**src/rtl/rss_pkg.sv**
```systemverilog
package rss_pkg;
  typedef enum logic [1:0] {
    RX_NONE = 2'd0, RX_32K = 2'd1, RX_44K1 = 2'd2, RX_48K = 2'd3
  } rx_rate_e;

  localparam logic [2:0] HOST_RATE_OFS = 3'd3;

  function automatic logic rates_agree(input logic [1:0] rx, input logic [2:0] host);
    return (rx != RX_NONE) && (host == ({1'b0, rx} + HOST_RATE_OFS));
  endfunction
endpackage

```
**src/rtl/rss_rx_hold.sv**
```systemverilog
module rss_rx_hold #(
  parameter int SW = 16
) (
  input  logic          clk,
  input  logic          rst_n,
  input  logic          lock,
  input  logic          in_valid,
  input  logic [SW-1:0] in_l,
  input  logic [SW-1:0] in_r,
  output logic [SW-1:0] held_l,
  output logic [SW-1:0] held_r,
  output logic          held_ok
);
  always_ff @(posedge clk) begin
    if (!rst_n) begin
      held_l  <= '0;
      held_r  <= '0;
      held_ok <= 1'b0;
    end else if (!lock) begin
      held_ok <= 1'b0;
    end else if (in_valid) begin
      held_l  <= in_l;
      held_r  <= in_r;
      held_ok <= 1'b1;
    end
  end

  AST_HOLD_DROPS: assert property (@(posedge clk) disable iff (!rst_n)
    !lock |=> !held_ok);
endmodule

```
**src/rtl/rss_qualify.sv**
```systemverilog
module rss_qualify (
  input  logic       lock,
  input  logic       fmt_ok,
  input  logic [1:0] rx_rate,
  input  logic [1:0] copy_gen,
  input  logic [2:0] host_rate,
  input  logic       want_mono,
  input  logic       want_narrow,
  input  logic       held_ok,
  output logic       use_rx,
  output logic       mismatch
);
  import rss_pkg::*;
  logic is_original;
  logic double_reduce;

  always_comb begin
    is_original   = (copy_gen == 2'd0);
    double_reduce = want_mono && want_narrow;
    mismatch      = lock && (!rates_agree(rx_rate, host_rate) || double_reduce);
    use_rx        = lock && fmt_ok && is_original && !mismatch && held_ok;
  end
endmodule

```
**src/rtl/rss_reduce.sv**
```systemverilog
module rss_reduce #(
  parameter int SW = 16,
  parameter int NW = 8
) (
  input  logic [SW-1:0] in_l,
  input  logic [SW-1:0] in_r,
  input  logic          want_mono,
  input  logic          want_narrow,
  output logic [SW-1:0] out_l,
  output logic [SW-1:0] out_r
);
  localparam int SHIFT = SW - NW;
  localparam logic [SW:0] HALF_LSB = (SW+1)'(1) << (SHIFT - 1);

  function automatic logic [SW-1:0] mean2(input logic [SW-1:0] a, input logic [SW-1:0] b);
    logic [SW:0] s;
    s = {a[SW-1], a} + {b[SW-1], b} + (SW+1)'(1);
    return s[SW:1];
  endfunction

  function automatic logic [SW-1:0] narrow(input logic [SW-1:0] x);
    logic [SW:0] t;
    logic [NW:0] q;
    logic [NW-1:0] n;
    t = {x[SW-1], x} + HALF_LSB;
    q = t[SW:SHIFT];
    if (!q[NW] && q[NW-1]) n = {1'b0, {(NW-1){1'b1}}};
    else                   n = q[NW-1:0];
    return {{SHIFT{n[NW-1]}}, n};
  endfunction

  logic [SW-1:0] avg, a_l, a_r;

  always_comb begin
    avg   = mean2(in_l, in_r);
    a_l   = want_mono ? avg : in_l;
    a_r   = want_mono ? avg : in_r;
    out_l = want_narrow ? narrow(a_l) : a_l;
    out_r = want_narrow ? narrow(a_r) : a_r;
  end
endmodule

```
**src/rtl/rec_src_sel.sv**
```systemverilog
module rec_src_sel #(
  parameter int SAMPLE_W = 16,
  parameter int NARROW_W = 8
) (
  input  logic                clk,
  input  logic                rst_n,
  input  logic                adc_valid,
  input  logic [SAMPLE_W-1:0] adc_left,
  input  logic [SAMPLE_W-1:0] adc_right,
  input  logic                rx_valid,
  input  logic [SAMPLE_W-1:0] rx_left,
  input  logic [SAMPLE_W-1:0] rx_right,
  input  logic                rx_lock,
  input  logic                rx_fmt_ok,
  input  logic [1:0]          rx_rate,
  input  logic [1:0]          rx_copy_gen,
  input  logic [2:0]          host_rate,
  input  logic                host_mono,
  input  logic                host_narrow,
  output logic                rec_valid,
  output logic [SAMPLE_W-1:0] rec_left,
  output logic [SAMPLE_W-1:0] rec_right,
  output logic                rec_from_rx,
  output logic                rec_fmt_mismatch
);
  localparam int EXT_HI = SAMPLE_W - 1;
  localparam int EXT_LO = NARROW_W - 1;

  logic [SAMPLE_W-1:0] held_l, held_r, pick_l, pick_r, fmt_l, fmt_r;
  logic held_ok, use_rx, mismatch, frame_tick;

  assign frame_tick = adc_valid;

  rss_rx_hold #(.SW(SAMPLE_W)) hold_i (
    .clk(clk), .rst_n(rst_n), .lock(rx_lock), .in_valid(rx_valid),
    .in_l(rx_left), .in_r(rx_right),
    .held_l(held_l), .held_r(held_r), .held_ok(held_ok)
  );

  rss_qualify qual_i (
    .lock(rx_lock), .fmt_ok(rx_fmt_ok), .rx_rate(rx_rate), .copy_gen(rx_copy_gen),
    .host_rate(host_rate), .want_mono(host_mono), .want_narrow(host_narrow),
    .held_ok(held_ok), .use_rx(use_rx), .mismatch(mismatch)
  );

  assign pick_l = use_rx ? held_l : adc_left;
  assign pick_r = use_rx ? held_r : adc_right;

  rss_reduce #(.SW(SAMPLE_W), .NW(NARROW_W)) red_i (
    .in_l(pick_l), .in_r(pick_r), .want_mono(host_mono), .want_narrow(host_narrow),
    .out_l(fmt_l), .out_r(fmt_r)
  );

  always_ff @(posedge clk) begin
    if (!rst_n) begin
      rec_valid        <= 1'b0;
      rec_left         <= '0;
      rec_right        <= '0;
      rec_from_rx      <= 1'b0;
      rec_fmt_mismatch <= 1'b0;
    end else begin
      rec_valid <= frame_tick;
      if (frame_tick) begin
        rec_left         <= fmt_l;
        rec_right        <= fmt_r;
        rec_from_rx      <= use_rx;
        rec_fmt_mismatch <= mismatch;
      end
    end
  end

  AST_FRAME_PACE: assert property (@(posedge clk) disable iff (!rst_n)
    adc_valid |=> rec_valid);
  AST_NO_SPURIOUS: assert property (@(posedge clk) disable iff (!rst_n)
    !adc_valid |=> !rec_valid);
  AST_UNLOCKED_ADC: assert property (@(posedge clk) disable iff (!rst_n)
    adc_valid && !rx_lock |=> !rec_from_rx);
  AST_COPY_GATE: assert property (@(posedge clk) disable iff (!rst_n)
    adc_valid && (rx_copy_gen != 2'd0) |=> !rec_from_rx);
  AST_MISMATCH_ADC: assert property (@(posedge clk) disable iff (!rst_n)
    rec_valid && rec_fmt_mismatch |-> !rec_from_rx);
  AST_BOTH_REDUCE: assert property (@(posedge clk) disable iff (!rst_n)
    adc_valid && rx_lock && host_mono && host_narrow |=> rec_fmt_mismatch && !rec_from_rx);
  AST_MONO_PAIR: assert property (@(posedge clk) disable iff (!rst_n)
    adc_valid && host_mono |=> rec_left == rec_right);
  AST_NARROW_RANGE: assert property (@(posedge clk) disable iff (!rst_n)
    adc_valid && host_narrow |=> (rec_left[EXT_HI:EXT_LO] == '0) || (&rec_left[EXT_HI:EXT_LO]));
endmodule

```
**config.mk**
```make
export PLATFORM = sky130hd
export DESIGN_NAME = rec_src_sel
export DESIGN_NICKNAME = d
export VERILOG_FILES = /design/src/rtl/rss_pkg.sv /design/src/rtl/rss_rx_hold.sv /design/src/rtl/rss_qualify.sv /design/src/rtl/rss_reduce.sv /design/src/rtl/rec_src_sel.sv
export SDC_FILE = /design/constraint.sdc
export NUM_CORES = 1
export LEC_CHECK = 0
export BUFFER_PORTS_ARGS = -buffer_cell sky130_fd_sc_hd__buf_2
export CAP_MARGIN = 20
export CORE_UTILIZATION = 60
export CTS_CLUSTER_DIAMETER = 30
export CTS_CLUSTER_SIZE = 12
export DETAILED_ROUTE_END_ITERATION = 16
export HOLD_SLACK_MARGIN = 0.03
export PLACE_DENSITY = 0.95
export SLEW_MARGIN = 20
export SYNTH_ARGS = -nofsm -noshare
export SYNTH_HDL_FRONTEND = slang
export SYNTH_HIERARCHICAL = 1
export SYNTH_SLANG_ARGS = --single-unit
```
**constraint.sdc**
```tcl
create_clock -name clk -period 8.14 [get_ports clk]
set_input_delay 0.814 -clock clk [delete_from_list [all_inputs] [get_ports clk]]
set_output_delay 0.814 -clock clk [all_outputs]
set_load 0.02 [all_outputs]
```
After elaboration in Yosys (flattened, before gate mapping)

Index checks and enable logic that the tools add are counted.

Bits of input ports: 79
Output and inout port bits: 35
Register bits: 68
Logic and storage cells: 40

$add $sub $neg: 5
Reduce and logical (&&, ||, !) cells: 18
Multiplexer cells: 8
Equality and inequality tests: 1

Operators with widths:

| kind                                          | number |
|---|---|
| two-way mux 16 bit                            | 6 |
| adder 16 x 9 -> 17 bit, second input constant | 2 |
| adder 16 x 16 -> 17 bit                       | 1 |
| adder 17 x 1 -> 17 bit, second input constant | 1 |
| two-way mux 8 bit                             | 2 |
| logical AND 1 bit                             | 9 |
| zero test 1 bit                               | 4 |
| AND reduction 2 bit                           | 2 |
| adder 2 x 2 -> 3 bit, second input constant   | 1 |
| == test 3 bit                                 | 1 |
| zero test 2 bit                               | 1 |
| nonzero test 2 bit                            | 1 |
| logical OR 1 bit                              | 1 |

Logic depth before layout (Yosys ltp)

Word-level depth: 18
Depth in mapped cells: 28

Hierarchy

The synthesis kept the hierarchy.

Modules (own cells, without submodules):

| module      | area each (µm²) | instances | sequential area each (µm²) | cells each |
|---|---|---|---|---|
| rss_reduce  | 2080.7          | 1         | 0.0                        | 320 |
| rec_src_sel | 1860.5          | 1         | 700.7                      | 147 |
| rss_rx_hold | 1388.8          | 1         | 660.6                      | 149 |
| rss_qualify | 73.8            | 1         | 0.0                        | 12 |

Worst setup path after synthesis

OpenSTA, ideal clock, no wires.

Path type: in2reg
From: input rx_rate[0]
To: register rec_right[0]
Data arrival time: 5.565 ns
Setup slack: 2.509 ns
Cell stages on the path: 27
Required time: 8.075 ns
Cells stage by stage: inv_1 ha_1 xor2_1 nand4_1 nor2_1 buf_6 buf_6 mux2_4 or2_2 fa_1 a21o_1 a221o_1 mux2i_1 nor2b_1 nand2_1 o21ai_0 inv_1 ha_1 nand2_1 or3_1 o211ai_1 xnor2_1 or3_1 clkbuf_1 a32oi_1 mux2i_1 nor2b_1

Longest elaborated chain between the ends: 18
Elaborated cells on any way between the ends: 20
Those cells by class: 4 x add/sub; 1 x eq/ne; 5 x mux; 10 x reduce/logical

RTL lines:

| item                               | RTL line          | RTL |
|---|---|---|
| from (decl)                        | rec_src_sel.sv:15 | `input logic [1:0] rx_rate,` |
| adder 2 x 2 -> 3 bit               | rss_pkg.sv:9      | `return (rx != RX_NONE) && (host == ({1'b0, rx} + HOST_RATE_OFS));` |
| == test 3 bit                      | rss_pkg.sv:9      |  |
| logical AND 1 bit (*)              | rss_pkg.sv:9      |  |
| zero test 1 bit (*)                | rss_qualify.sv:20 | `mismatch = lock && (!rates_agree(rx_rate, host_rate) \|\| double_reduce);` |
| logical OR 1 bit (*)               | rss_qualify.sv:20 |  |
| logical AND 1 bit (*)              | rss_qualify.sv:20 |  |
| zero test 1 bit (*)                | rss_qualify.sv:21 | `use_rx = lock && fmt_ok && is_original && !mismatch && held_ok;` |
| logical AND 1 bit (*) (2 in a row) | rss_qualify.sv:21 |  |
| named net use_rx                   | rec_src_sel.sv:30 | `logic held_ok, use_rx, mismatch, frame_tick;` |
| [1 not listed]                     | --                |  |
| named net pick_r[0]                | rec_src_sel.sv:29 | `logic [SAMPLE_W-1:0] held_l, held_r, pick_l, pick_r, fmt_l, fmt_r;` |
| [1 not listed]                     | --                |  |
| adder 17 x 1 -> 17 bit             | rss_reduce.sv:17  | `s = {a[SW-1], a} + {b[SW-1], b} + (SW+1)'(1);` |
| two-way mux 16 bit (*)             | rss_reduce.sv:37  | `a_r = want_mono ? avg : in_r;` |
| adder 16 x 9 -> 17 bit             | rss_reduce.sv:25  | `t = {x[SW-1], x} + HALF_LSB;` |
| zero test 1 bit                    | rss_reduce.sv:27  | `if (!q[NW] && q[NW-1]) n = {1'b0, {(NW-1){1'b1}}};` |
| logical AND 1 bit                  | rss_reduce.sv:27  |  |
| two-way mux 8 bit                  | rss_reduce.sv:27  |  |
| two-way mux 16 bit (*)             | rss_reduce.sv:39  | `out_r = want_narrow ? narrow(a_r) : a_r;` |
| named net fmt_r[0]                 | rec_src_sel.sv:29 |  |
| to (signal assigned)               | rec_src_sel.sv:65 | `rec_right <= fmt_r;` |
| to (decl)                          | rec_src_sel.sv:22 | `output logic [SAMPLE_W-1:0] rec_right,` |

Mark *: on every way through the listed nets, which the timed path passes. The rest lies on a longest branch.
A chain may end at the register's enable or synchronous reset.

Worst setup path after layout

From: input rx_rate[0]
To: register rec_left[2]

Longest elaborated chain between the ends: 18
Elaborated cells on any way between the ends: 20
Those cells by class: 4 x add/sub; 1 x eq/ne; 5 x mux; 10 x reduce/logical

RTL lines:

| item                               | RTL line          | RTL |
|---|---|---|
| adder 2 x 2 -> 3 bit               | rss_pkg.sv:9      |  |
| == test 3 bit                      | rss_pkg.sv:9      |  |
| logical AND 1 bit (*)              | rss_pkg.sv:9      |  |
| zero test 1 bit (*)                | rss_qualify.sv:20 |  |
| logical OR 1 bit (*)               | rss_qualify.sv:20 |  |
| logical AND 1 bit (*)              | rss_qualify.sv:20 |  |
| zero test 1 bit (*)                | rss_qualify.sv:21 |  |
| logical AND 1 bit (*) (2 in a row) | rss_qualify.sv:21 |  |
| named net use_rx                   | rec_src_sel.sv:30 |  |
| [1 not listed]                     | --                |  |
| named net pick_l[8]                | rec_src_sel.sv:29 |  |
| [1 not listed]                     | --                |  |
| adder 17 x 1 -> 17 bit             | rss_reduce.sv:17  |  |
| two-way mux 16 bit (*)             | rss_reduce.sv:36  | `a_l = want_mono ? avg : in_l;` |
| adder 16 x 9 -> 17 bit (*)         | rss_reduce.sv:25  |  |
| zero test 1 bit                    | rss_reduce.sv:27  |  |
| logical AND 1 bit                  | rss_reduce.sv:27  |  |
| two-way mux 8 bit (*)              | rss_reduce.sv:27  |  |
| two-way mux 16 bit (*)             | rss_reduce.sv:38  | `out_l = want_narrow ? narrow(a_l) : a_l;` |
| named net fmt_l[2]                 | rec_src_sel.sv:29 |  |
| to (signal assigned)               | rec_src_sel.sv:64 | `rec_left <= fmt_l;` |
| to (decl)                          | rec_src_sel.sv:21 | `output logic [SAMPLE_W-1:0] rec_left,` |

Marks and branches as above.

==> summary.md <==
| Metric | Value |
|---|---|
| Final clock skew | 13.6 ps |
| First-pass GRT wire length | 23100 um |
| Num CTS Buffers | 9 |
| Final Power | 980 uW |
| Post-CTS Setup Bufs | 0 |
| Met2 Use GR | 49.8% |
| Maximum clock frequency | 150 MHz |
| RSZ-0062 raised after global routing | false |
| Post-CTS resize count | 0 |
| Row count | 34 |
| Crit-path max FO | 19 |
| Nature of the critical path startpoint | primary input |
| Final WL | 14400 um |
| Top-count cell post-synth | nand2_1 |
| Critical path class | primary input to flip-flop |
| Nets | 807 |
| Initial antenna violation count | 0 |
| Die W | 96.9 um |
| Synth Register Bits | 68 |
| Fin crit period | 6670 ps |
| LEAKAGE | 2.67 nW |
| Vias in the first global route | 4736 |
| Ys Warns | 6 |
| Max IR drop VDD | 83.9 uV |
| H-tree Lvls | 3 |
| Slew Viols, Final | 0 |
| Period utilization | 81.9% |
| Worst Tran Pin Value | 1020 ps |
| ANT nets after route | 0 |
| Total GRT Usage | 30.1% |
| Port Buffers | 113 |
| Maximum root-to-sink buffer count | 2 |
| CP Launch Point | rx_rate[0] |
| Min-Delay Path Class | flip-flop to flip-flop |
| Most frequent cells after synthesis | nand2_1 (74), dfxtp_1 (68), mux2i_1 (43), nor2b_1 (43), nand4_1 (41) |
| Wire per inst | 17.5 um |
| Register area share after synthesis | 25.2% |
| Area Growth Syn to Fin | 11.3% |
| Largest net degree at the start of global routing | 101 |
| # diodes | 0 |
| Drt drc | 0 |
| Kind of end point of the critical path | flip-flop |
| Asr flop ratio synth | 0% |
| Slew headroom | 31.7% |
| Pre-Repair DR Iteration Count | 5 |
| Top FF cell, synth | dfxtp_1 |
| Clock Latency Late Sink | 350 ps |
| DRT iter0 DRCs | 358 |
| CTS tree | done |
| Synth top area share | 25.2% |
| GR Layer Usage met1 | 38.7% |
| Req. time, crit path | 8430 ps |
| IO Pins | 114 |
| # hold bufs at CTS | 0 |
| Worst r2r src | hold_i/held_ok |
| Via count | 5096 |
| HPWL after DPL | 11100 um |
| Core Region | 8720 um2 |
| M3 GR Usage | 5.06% |
| Routed vias/inst | 6.21 |
| Clock Sinks | 68 |
| Total die area | 9390 um2 |
| Min-delay src | hold_i/held_r[3] |
| Ranking of synthesized cells by area | dfxtp_1 (25%), mux2_4 (8.3%), mux2i_1 (8.0%) |
| Die Span Y | 96.9 um |
| Layout cells sized above 1 | 29.2% |
| Area leader, netlist | dfxtp_1 |
| Count of cell types in the netlist | 67 |
| Cell Area, Synth | 5400 um2 |
| Synthesized Nets | 726 |
| Worst path arrival time | 6950 ps |
| Power Density | 163 nW/um2 |
| Synthesized area per cell | 8.60 um2 |
| Global route hottest layer | met2 |
| Max cap viols | 0 |
| CTS Root Cell | clkbuf_8 |
| Status | completed |
| EDFF count, synth | 0 |
| # setup viols final | 0 |
| Setup TNS | 0 ps |
| Final Hold Viols | 0 |
| GRT overflow | 0 |
| Initial Util | 62.0% |
| GPL Wtd Cong | 0.951 |
| Clk slew on worst S/H paths | 80 ps |
| Post-synthesis cell count | 628 |
power breakdown:
group / total, mW / internal (mW) / switching (mW) / leakage, nW
registers: 0.368 / 0.356 / 0.0123 / 0.559
logic: 0.333 / 0.132 / 0.201 / 2.01
clock network: 0.279 / 0.148 / 0.130 / 0.0996
metrics by stage:
step                      hold slack [ps]  area (um2)  util [%]  instances  setup WS (ps)
after CTS                             464        6020      69.0        821           1590
after floorplan                       428        5400         -        628           2510
after global routing                  474        6020      69.0        821            938
final                                 463        6020      69.0        821           1470
after detailed placement              452        5830      66.8        806           1230
after global placement                439        5830      66.8        806           1400
critical path, cell delays in order:
cell and delay, ps:
buf_2 90, inv_1 40, ha_1 290, xor2_1 140
nand4_1 180, nor2_4 620, buf_4 390, mux2_4 360
ha_1 410, a21oi_1 260, o21ai_0 210, nor3_1 260
xor2_1 350, inv_1 100, nand2_1 90, a21boi_0 240
inv_1 80, ha_1 260, nand2_1 90, a2bb2oi_1 160
o211ai_1 280, nand3b_1 260, a211o_1 420, a32oi_1 300
mux2i_1 110, nor2b_1 130
state kept, by name, summed over array words and instances (netlist names):
signal / cells
hold_i/held_l: 16
rec_right: 16
rec_left: 16
rec_fmt_mismatch: 1
hold_i/held_r: 16
rec_from_rx: 1
hold_i/held_ok: 1
rec_valid: 1
cell type report:
type | count | area, um2
Clock inverter | 4 | 48.8
Sequential cell | 68 | 1360
Inverter | 22 | 82.6
Timing Repair Buffer | 116 | 588
Multi-Input combinational cell | 492 | 3660
Clock buffer | 11 | 141
Fill cell | 677 | 2710
Tap cell | 108 | 135
cell families after synthesis:
kind of cell	Yosys count	synth area share, %
simple gates	222	21.4
buf+inv	68	7.25
flops	68	25.2
xor+xnor	22	3.57
compound gates	154	21.4
fa+ha+maj	19	4.54
mux	75	16.7
final timing paths:
check,endpoint,slack (ps),depth (start not counted)
setup / recovery,rec_left[2],1470,26
hold / removal,hold_i/held_r[3],460,2
setup reg to reg,rec_left[2],2210,22
hold reg to reg,hold_i/held_r[3],460,2
cell usage in the layout, fill, tap and decap left out, drive strengths merged, types with 3 or more instances in the layout:
cell type / instances
a211o: 5
a21oi: 29
a221oi: 3
a2bb2oi: 3
a31oi: 4
a32oi: 9
and2: 5
and3: 3
buf: 116
clkbuf: 11
clkinv: 3
dfxtp: 68
ha: 18
inv: 22
mux2: 32
mux2i: 43
nand2: 74
nand2b: 5
nand3: 9
nand3b: 3
nand4: 41
nor2: 21
nor2b: 43
nor3: 5
o211a: 3
o211ai: 5
o21a: 3
o21ai: 65
o31ai: 3
or2: 5
or3: 3
xnor2: 12
xor2: 10
per-layer routing:
metal / part of all wire (%) / vias up
met5: 0 / -
li1: - / 2456
met3: 7.5 / 43
met1: 43 / 2344
met4: 3.5 / 0
met2: 46 / 253
No activity file was read; power rests on OpenSTA's default activity.
